--- src/rtl/spi_regport_pkg.sv ---
package spi_regport_pkg;
  localparam int FRAME_W_DEF = 32;
  localparam int ADDR_W_DEF  = 6;
  localparam int DATA_W_DEF  = 24;
  localparam int SYNC_DEF    = 2;
  localparam int MIN_PHASE   = 6;
endpackage

--- src/rtl/spi_regport_sync.sv ---
module spi_regport_sync #(
  parameter int WIDTH  = 3,
  parameter int N_EDGE = 2,
  parameter int STAGES = 2
) (
  input  logic              clk,
  input  logic              rst_n,
  input  logic [WIDTH-1:0]  din,
  output logic [WIDTH-1:0]  lvl,
  output logic [N_EDGE-1:0] rise,
  output logic [N_EDGE-1:0] fall
);
  logic [WIDTH-1:0]  chain [STAGES];
  logic [N_EDGE-1:0] prev;

  always_ff @(posedge clk or negedge rst_n) begin
    if (!rst_n) chain[0] <= '0;
    else        chain[0] <= din;
  end

  for (genvar g = 1; g < STAGES; g++) begin : g_stage
    always_ff @(posedge clk or negedge rst_n) begin
      if (!rst_n) chain[g] <= '0;
      else        chain[g] <= chain[g-1];
    end
  end

  assign lvl = chain[STAGES-1];

  always_ff @(posedge clk or negedge rst_n) begin
    if (!rst_n) prev <= '0;
    else        prev <= lvl[N_EDGE-1:0];
  end

  assign rise = lvl[N_EDGE-1:0] & ~prev;
  assign fall = ~lvl[N_EDGE-1:0] & prev;
endmodule

--- src/rtl/spi_regport_rx.sv ---
module spi_regport_rx #(
  parameter int FRAME_W = 32,
  parameter int ADDR_W  = 6,
  parameter int DATA_W  = 24
) (
  input  logic              clk,
  input  logic              rst_n,
  input  logic              cs_lvl,
  input  logic              cs_rise,
  input  logic              cs_fall,
  input  logic              sck_rise,
  input  logic              mosi_s,
  output logic [ADDR_W-1:0] reg_addr,
  output logic [DATA_W-1:0] reg_wdata,
  output logic              reg_wr,
  output logic              reg_rd
);
  localparam int HDR_W = ADDR_W + 1;
  localparam int CNT_W = $clog2(FRAME_W + 2);
  localparam logic [CNT_W-1:0] CNT_SAT  = CNT_W'(FRAME_W + 1);
  localparam logic [CNT_W-1:0] CNT_FULL = CNT_W'(FRAME_W);
  localparam logic [CNT_W-1:0] CNT_HDR  = CNT_W'(HDR_W - 1);

  logic [CNT_W-1:0]  cnt;
  logic [HDR_W-1:0]  hdr;
  logic [DATA_W-1:0] dat;
  logic [ADDR_W-1:0] addr_q;
  logic [DATA_W-1:0] wdata_q;
  logic              wr_q, rd_q;

  always_ff @(posedge clk or negedge rst_n) begin
    if (!rst_n) begin
      cnt     <= '0;
      hdr     <= '0;
      dat     <= '0;
      addr_q  <= '0;
      wdata_q <= '0;
      wr_q    <= 1'b0;
      rd_q    <= 1'b0;
    end else begin
      wr_q <= 1'b0;
      rd_q <= 1'b0;
      if (cs_rise) begin
        cnt <= '0;
      end else if (cs_lvl && sck_rise) begin
        if (cnt != CNT_SAT) cnt <= cnt + 1'b1;
        for (int b = 0; b < HDR_W; b++)
          if (cnt == CNT_W'(HDR_W - 1 - b)) hdr[b] <= mosi_s;
        for (int b = 0; b < DATA_W; b++)
          if (cnt == CNT_W'(FRAME_W - 1 - b)) dat[b] <= mosi_s;
        // last address bit arriving on a read frame: fetch now
        if (cnt == CNT_HDR && !hdr[HDR_W-1]) begin
          rd_q   <= 1'b1;
          addr_q <= {hdr[ADDR_W-1:1], mosi_s};
        end
      end
      if (cs_fall && cnt == CNT_FULL && hdr[HDR_W-1]) begin
        wr_q    <= 1'b1;
        addr_q  <= hdr[ADDR_W-1:0];
        wdata_q <= dat;
      end
    end
  end

  assign reg_addr  = addr_q;
  assign reg_wdata = wdata_q;
  assign reg_wr    = wr_q;
  assign reg_rd    = rd_q;


  wr_after_deselect_chk: assert property (@(posedge clk) disable iff (!rst_n)
    reg_wr |-> $past(cs_fall));

  wr_single_chk: assert property (@(posedge clk) disable iff (!rst_n)
    reg_wr |=> !reg_wr);

  rd_single_chk: assert property (@(posedge clk) disable iff (!rst_n)
    reg_rd |=> !reg_rd);

  rd_wr_excl_chk: assert property (@(posedge clk) disable iff (!rst_n)
    !(reg_rd && reg_wr));

  rd_in_frame_chk: assert property (@(posedge clk) disable iff (!rst_n)
    reg_rd |-> cs_lvl);
endmodule

--- src/rtl/spi_regport_tx.sv ---
module spi_regport_tx #(
  parameter int FRAME_W = 32,
  parameter int DATA_W  = 24
) (
  input  logic              clk,
  input  logic              rst_n,
  input  logic              cs_lvl,
  input  logic              cs_rise,
  input  logic              sck_fall,
  input  logic              reg_rd,
  input  logic [DATA_W-1:0] reg_rdata,
  output logic              miso
);
  localparam int CNT_W = $clog2(FRAME_W + 2);
  localparam logic [CNT_W-1:0] CNT_SAT = CNT_W'(FRAME_W + 1);

  logic [CNT_W-1:0]  fcnt;
  logic [DATA_W-1:0] tx_q;
  logic              bit_c, miso_q;

  always_ff @(posedge clk or negedge rst_n) begin
    if (!rst_n) begin
      fcnt <= '0;
      tx_q <= '0;
    end else begin
      if (cs_rise) begin
        fcnt <= '0;
        tx_q <= '0;
      end else begin
        if (cs_lvl && sck_fall && fcnt != CNT_SAT) fcnt <= fcnt + 1'b1;
        if (reg_rd) tx_q <= reg_rdata;
      end
    end
  end

  // after k falling edges the frame bit FRAME_W-1-k is on the line
  always_comb begin
    bit_c = 1'b0;
    for (int b = 0; b < DATA_W; b++)
      if (fcnt == CNT_W'(FRAME_W - 1 - b)) bit_c = tx_q[b];
    if (!cs_lvl) bit_c = 1'b0;
  end

  always_ff @(posedge clk or negedge rst_n) begin
    if (!rst_n) miso_q <= 1'b0;
    else        miso_q <= bit_c;
  end

  assign miso = miso_q;


  idle_quiet_chk: assert property (@(posedge clk) disable iff (!rst_n)
    (!cs_lvl && $past(!cs_lvl)) |=> (miso == 1'b0));

  fetch_in_frame_chk: assert property (@(posedge clk) disable iff (!rst_n)
    reg_rd |-> (fcnt < CNT_W'(FRAME_W - DATA_W)));
endmodule

--- src/rtl/spi_regport.sv ---
module spi_regport
  import spi_regport_pkg::*;
#(
  parameter int FRAME_W = FRAME_W_DEF,
  parameter int ADDR_W  = ADDR_W_DEF,
  parameter int DATA_W  = DATA_W_DEF,
  parameter int SYNC_N  = SYNC_DEF
) (
  input  logic              clk,
  input  logic              rst_n,
  input  logic              spi_sck,
  input  logic              spi_sel,
  input  logic              spi_mosi,
  output logic              spi_miso,
  output logic [ADDR_W-1:0] reg_addr,
  output logic [DATA_W-1:0] reg_wdata,
  output logic              reg_wr,
  output logic              reg_rd,
  input  logic [DATA_W-1:0] reg_rdata
);
  logic [2:0] s_lvl;
  logic [1:0] s_rise, s_fall;

  spi_regport_sync #(.WIDTH(3), .N_EDGE(2), .STAGES(SYNC_N)) u_sync (
    .clk  (clk),
    .rst_n(rst_n),
    .din  ({spi_mosi, spi_sel, spi_sck}),
    .lvl  (s_lvl),
    .rise (s_rise),
    .fall (s_fall)
  );

  logic rd_int;

  spi_regport_rx #(.FRAME_W(FRAME_W), .ADDR_W(ADDR_W), .DATA_W(DATA_W)) u_rx (
    .clk      (clk),
    .rst_n    (rst_n),
    .cs_lvl   (s_lvl[1]),
    .cs_rise  (s_rise[1]),
    .cs_fall  (s_fall[1]),
    .sck_rise (s_rise[0]),
    .mosi_s   (s_lvl[2]),
    .reg_addr (reg_addr),
    .reg_wdata(reg_wdata),
    .reg_wr   (reg_wr),
    .reg_rd   (rd_int)
  );

  spi_regport_tx #(.FRAME_W(FRAME_W), .DATA_W(DATA_W)) u_tx (
    .clk      (clk),
    .rst_n    (rst_n),
    .cs_lvl   (s_lvl[1]),
    .cs_rise  (s_rise[1]),
    .sck_fall (s_fall[0]),
    .reg_rd   (rd_int),
    .reg_rdata(reg_rdata),
    .miso     (spi_miso)
  );

  assign reg_rd = rd_int;
endmodule

--- config.mk ---
export PLATFORM = sky130hd
export DESIGN_NAME = spi_regport
export DESIGN_NICKNAME = d
export VERILOG_FILES = /design/src/rtl/spi_regport_pkg.sv /design/src/rtl/spi_regport_sync.sv /design/src/rtl/spi_regport_rx.sv /design/src/rtl/spi_regport_tx.sv /design/src/rtl/spi_regport.sv
export SDC_FILE = /design/constraint.sdc
export NUM_CORES = 1
export LEC_CHECK = 0
export ABC_AREA = 1
export BUFFER_PORTS_ARGS = -buffer_cell sky130_fd_sc_hd__buf_2
export CAP_MARGIN = 15
export CORE_MARGIN = 2
export CORE_UTILIZATION = 50
export DETAILED_ROUTE_END_ITERATION = 6
export GPL_ROUTABILITY_DRIVEN = 0
export GPL_TIMING_DRIVEN = 0
export PLACE_DENSITY = 0.73
export SLEW_MARGIN = 20
export SYNTH_ARGS = -nofsm -noshare
export SYNTH_HDL_FRONTEND = slang
export SYNTH_SLANG_ARGS = --single-unit
--- constraint.sdc ---
create_clock -name clk -period 3.5 [get_ports clk]
set_clock_uncertainty 0.1 [all_clocks]
set_input_delay 0.35 -clock clk [delete_from_list [all_inputs] [get_ports clk]]
set_output_delay 0.35 -clock clk [all_outputs]
set_load 0.01 [all_outputs]
Word-level counts from Yosys, hierarchy flattened:

Index checks and enable logic that the tools add are counted.

* bits in registers: 108
* bits in latches: 0
* memory bits (writable): 0
* bits in read-only memories: 0
* input port bits: 29
* output and inout bits: 33
* word-level logic and storage cells: 194
* memories kept: 0

* add/sub/neg operators: 2
* multiply operators: 0
* div/mod/pow operators: 0
* $lt $le $gt $ge: 0
* equal/unequal tests: 58
* shift operators: 0
* multiplexer cells: 40
* bitwise logic cells: 5
* reduce and logical (&&, ||, !) cells: 47

Operator list (number)
* equality test 6 x 5 -> 1 bit (second input constant): 32
* equality test 6 x 4 -> 1 bit (second input constant): 16
* AND reduction 3 bit: 32
* two-way mux 6 bit: 9
* two-way mux 24 bit: 2
* two-way mux 1 bit: 29
* equality test 6 x 3 -> 1 bit (second input constant): 3
* adder 6 x 1 -> 6 bit (second input constant): 2
* equality test 6 x 2 -> 1 bit (second input constant): 2
* != test 6 bit (second input constant): 2
* nonzero test 2 bit: 6
* equality test 6 x 1 -> 1 bit (second input constant): 1
* equality test 6 bit (second input constant): 1
* logical AND 1 bit: 6
* zero test 6 bit: 1
* bitwise AND 2 bit: 2
* inverter 2 bit: 2
* != test 2 x 1 -> 1 bit (second input constant): 1
* AND reduction 2 bit: 1
* zero test 1 bit: 1
* inverter 1 bit: 1

Longest topological paths before layout:

* word-level depth: 26
* mapped depth: 27
* mapped depth without buffers: 27

By module:

From an unflattened synthesis, not the netlist that was laid out.

* cell total of the unflattened synthesis: 625
* area, all modules: 5162.5 um^2

Modules (own cells, without submodules)
* spi_regport_rx: times used 1, cells an instance 363, area each 3090.5 um^2, seq. area each 1726.7 um^2
* spi_regport_tx: times used 1, cells an instance 243, area each 1819.2 um^2, seq. area each 775.7 um^2
* spi_regport_sync: times used 1, cells an instance 19, area each 252.7 um^2, seq. area each 200.2 um^2

Least setup slack after synthesis:

Ideal clock, no wire load.

* path kind: reg2reg
* start: register u_tx.fcnt[1]
* end: register u_tx.miso_q, in the netlist u_tx.miso
* library setup time: 0.135 ns
* arrival time: 1.863 ns
* data required time: 3.265 ns
* slack: 1.402 ns
* cell stages (with the launch flop): 28
* path buffers: 0
* clock period less this slack: 2.098 ns
* cell sequence: dfrtp_1 > inv_1 > ha_1 > inv_1 > nor2_1 > nor2_1 > nand2_1 > nand2_1 > nand2_1 > nand2_1 > nand2_1 > nand2_1 > nand2_1 > nand2_1 > nand2_1 > nand4_1 > nand2_1 > nand2_1 > nand2_1 > nand2_1 > nand2_1 > nand2_1 > nand2_1 > nand2_1 > nand2_1 > nand2_1 > nand2_1 > a21oi_2

* word-level cells in the longest chain between the ends: 26
* elaborated cells between the ends (all ways): 49
* those cells by class: eq/ne (24); mux (25)

RTL lines
* start: declaration: line spi_regport_tx.sv:17 `logic [CNT_W-1:0] fcnt;`
* start signal: assignment: line spi_regport_tx.sv:30 `if (cs_lvl && sck_fall && fcnt != CNT_SAT) fcnt <= fcnt + 1'b1;`
* equality test 6 x 5 -> 1 bit: line spi_regport_tx.sv:40 `if (fcnt == CNT_W'(FRAME_W - 1 - b)) bit_c = tx_q[b];`
* two-way mux 1 bit (23 in series): line spi_regport_tx.sv:40
* two-way mux 1 bit *: line spi_regport_tx.sv:40
* two-way mux 1 bit *: line spi_regport_tx.sv:41 `if (!cs_lvl) bit_c = 1'b0;`
* via u_tx.bit_c: line spi_regport_tx.sv:19 `logic bit_c, miso_q;`
* end signal: assignment: line spi_regport_tx.sv:46 `else miso_q <= bit_c;`
* end: declaration: line spi_regport_tx.sv:19

The timed path passes the listed nets; every way through them passes the cells marked *.
A chain may end at the register's enable or synchronous reset.

Worst setup path after layout:

* start: register u_rx.cnt[0]
* end: register u_rx.wdata_q[13], in the netlist u_rx.reg_wdata[13]

* word-level cells in the longest chain between the ends: 3

RTL lines
* start: declaration: line spi_regport_rx.sv:24 `logic [CNT_W-1:0] cnt;`
* start signal: assignment: line spi_regport_rx.sv:46 `if (cnt != CNT_SAT) cnt <= cnt + 1'b1;`
* equality test 6 bit: line spi_regport_rx.sv:57 `if (cs_fall && cnt == CNT_FULL && hdr[HDR_W-1]) begin`
* logical AND 1 bit (2 in series): line spi_regport_rx.sv:57
* end signal: assignment: line spi_regport_rx.sv:60 `wdata_q <= dat;`
* end: declaration: line spi_regport_rx.sv:28 `logic [DATA_W-1:0] wdata_q;`

No other way between the ends.

==> results.yml <==
synth:
  ys_async_sr_fraction: 1.000
  yosysUniqueCellTypes: 26
  ys_ff_latch: 108
  ys_warn_count: 0
  avgSynthCellArea_um2: 8.308
  syn-num-nets: 620
  netlist_area_um2: 4843
  synthFlopType: "dfrtp_1"
  yosysSeqAreaShare: 0.5580
  synth_edf_count: 0
  synthCells: 583
power:
  powerDensity_nw_per_um2: 392.3
  p_leak_nw: 2.960
  ir_drop_mv: 0.2033
hold_path:
  worstHoldEndpoint: "u_tx.tx_q[2]"
  worst_hold_path_type: "in -> reg"
  min-delay-start: "reg_rdata[2]"
  whs_path_depth: 3
timing:
  rsz0062_at_grt: "false"
  finalSetupViolations: 0
  whs_ns: 0.08833
  worst_slew_pin_slew_ns: 0.6223
  period_minus_slack_ns: 2.614
  max_slew_margin: 0.5813
  clock.fmax_ghz: 0.3826
  tns_ns: 0
  finalCritPeriodShare: 0.7469
  finalHoldViolCount: 0
  final-max-slew-violation-count: 0
die:
  die_w_um: 102.4
  die_y_um: 102.4
  start_util: 0.5192
  die-area_um2: 10490
  core_um2: 9328
  io-pin-count: 62
  rows: 35
finish:
  drive_gt1_frac: 0.1338
  final_common_cell: "nand2_1"
  nets: 697
  fillCellCount: 858
  antenna_cells: 0
  syn_to_final_growth_pct: 15.24
  mostFrequentLayoutCells: "nand2_1 (135), dfrtp_1 (108), nor2_1 (75)"
outcome:
  status: "finished, final reports clean"
worst_setup_path:
  startpoint: "u_rx.cnt[0]"
  start_kind: "register"
  r2r_slack_ns: 0.89
  crit_arrival_ns: 2.85
  worstPathRequired_ns: 3.73
  r2r_cells: 9
  cp-end-kind: "register"
  timing.rr.end: "u_rx.reg_wdata[13]"
  crit_type: "reg -> reg"
  timing.rr.start: "u_rx.cnt[0]"
  crit_fanout: 10
clock_network:
  cts_buffers: 9
  cts_tree: "done"
  cts.sinks: 108
  cts-root-buf: "clkbuf_8"
  cts_buffer_depth: 2
  h-tree-depth: 3
  clk_pin_slew_ns: 0.12
  clock_latency_ns: 0.38
detailed_routing:
  drc: 0
  viasPerCell: 5.196
  drtPass1Iterations: 5
  ant_nets: 0
  first_iter_violations: 316
  routedWlPerCell_um: 13.39
  vias: 4126
  wirelength_um: 10630
global_routing:
  antenna_found_initial: 0
  gr-total-overflow: 0
  grt_pass1_vias: 3906
  grt_max_degree: 77
  grt_first_pass_wirelength_um: 18130
  track_usage: 0.2197
placed_design:
  io_buffers: 61
  dp_hpwl_um: 7724
flow_run:
  max-cap-violations: 0
==> area by class of cell <==
type / instances / area (µm²) / share of cell area
Buffer: 20 / 92.59 / 0.01659
Clock buffer: 9 / 123.9 / 0.02219
Sequential cell: 108 / 2703 / 0.4842
Inverter: 70 / 262.8 / 0.04707
Tap cell: 129 / 161.4 / 0.02892
Clock inverter: 7 / 73.82 / 0.01323
Timing Repair Buffer: 66 / 379.1 / 0.06792
Multi-Input combinational cell: 385 / 1785 / 0.3199
==> how the worst max path moves through the flow <==
stage / end / slack (ns)
after floorplan: u_tx.miso / 1.40
after global routing: u_rx.reg_wdata[19] / 0.69
after detailed placement: u_rx.reg_wdata[19] / 0.95
final: u_rx.reg_wdata[13] / 0.89
after global placement: u_rx.reg_wdata[18] / 0.84
after CTS: u_rx.reg_wdata[19] / 0.90
==> layer usage <==
| metal | share of wire | vias to the layer above | GRT usage |
|---|---|---|---|
| li1 | - | 2040 | - |
| met1 | 0.50 | 1973 | 0.3284 |
| met2 | 0.44 | 105 | 0.3273 |
| met3 | 0.052 | 8 | 0.04651 |
| met4 | 0.0098 | 0 | 0.05846 |
| met5 | 0 | - | 0 |
==> power by group <==
group          switching, mW  internal (mW)
combinational         0.0960         0.0447
clock                  0.475          0.284
sequential            0.0195           1.27
total                  0.591           1.60
==> repair_timing <==
action                    CTS  global route
gates resized for setup     0             0
hold buffers                4             0
setup buffers               0             0
hold endpoints to repair   35             0
==> per-stage QoR <==
stage          cells  cell area (µm²)  setup slack [ns]    util  total power, mW
2_1_floorplan    583             4843             1.402       -            1.376
3_3_place_gp     773             5310            0.8423  0.5693            1.440
3_5_place_dp     774             5344            0.9541  0.5729            1.450
4_1_cts          794             5582            0.8961  0.5984            2.205
5_1_grt          794             5582            0.6853  0.5984            2.276
6_report         794             5582            0.8860  0.5984            2.189
==> kinds of logic (layout without fill, tap and decap cells) <==
logic type               after synthesis  count (layout)  synth area share
AND/OR/NAND/NOR                      253             253            0.2134
AO/OA/AOI/OAI                        124             124            0.1346
flip-flops                           108             108            0.5580
buffers and inverters                 90             172           0.07336
adder cells (fa/ha/maj)                8               8           0.02067
==> critical path, cell delays in order (launching register included) <==
cell and delay (ns):
dfrtp_1 0.44, inv_1 0.14, ha_1 0.23, inv_1 0.10, nor2_1 0.32, nand2_1 0.40, inv_2 0.26, clkbuf_1 0.36
nand2_1 0.13, nand2_1 0.08
==> synth_stat cells (2+ instances only) <==
cell type / n / area share
nand4_1: 5 / 0.0065
a21oi_1: 66 / 0.068
nor4_1: 3 / 0.0039
nand3_1: 17 / 0.018
inv_1: 67 / 0.052
o21ai_0: 35 / 0.036
nand2_1: 135 / 0.10
ha_1: 8 / 0.021
nor2_1: 75 / 0.058
o21ai_1: 2 / 0.0021
dfrtp_1: 108 / 0.56
nor3_1: 13 / 0.013
a31oi_1: 18 / 0.023
inv_2: 3 / 0.0023
clkbuf_1: 17 / 0.013
==> sequential cells by signal, indices dropped and copies added, names as in the netlist <==
signal and count:
u_rx.cnt 6, u_rx.dat 24, u_rx.hdr 7, u_rx.reg_addr 6
u_rx.reg_rd 1, u_rx.reg_wdata 24, u_rx.reg_wr 1, u_sync.chain 3
u_sync.lvl 3, u_sync.prev 2, u_tx.fcnt 6, u_tx.miso 1
u_tx.tx_q 24
Power figures use the tool's default switching activity.
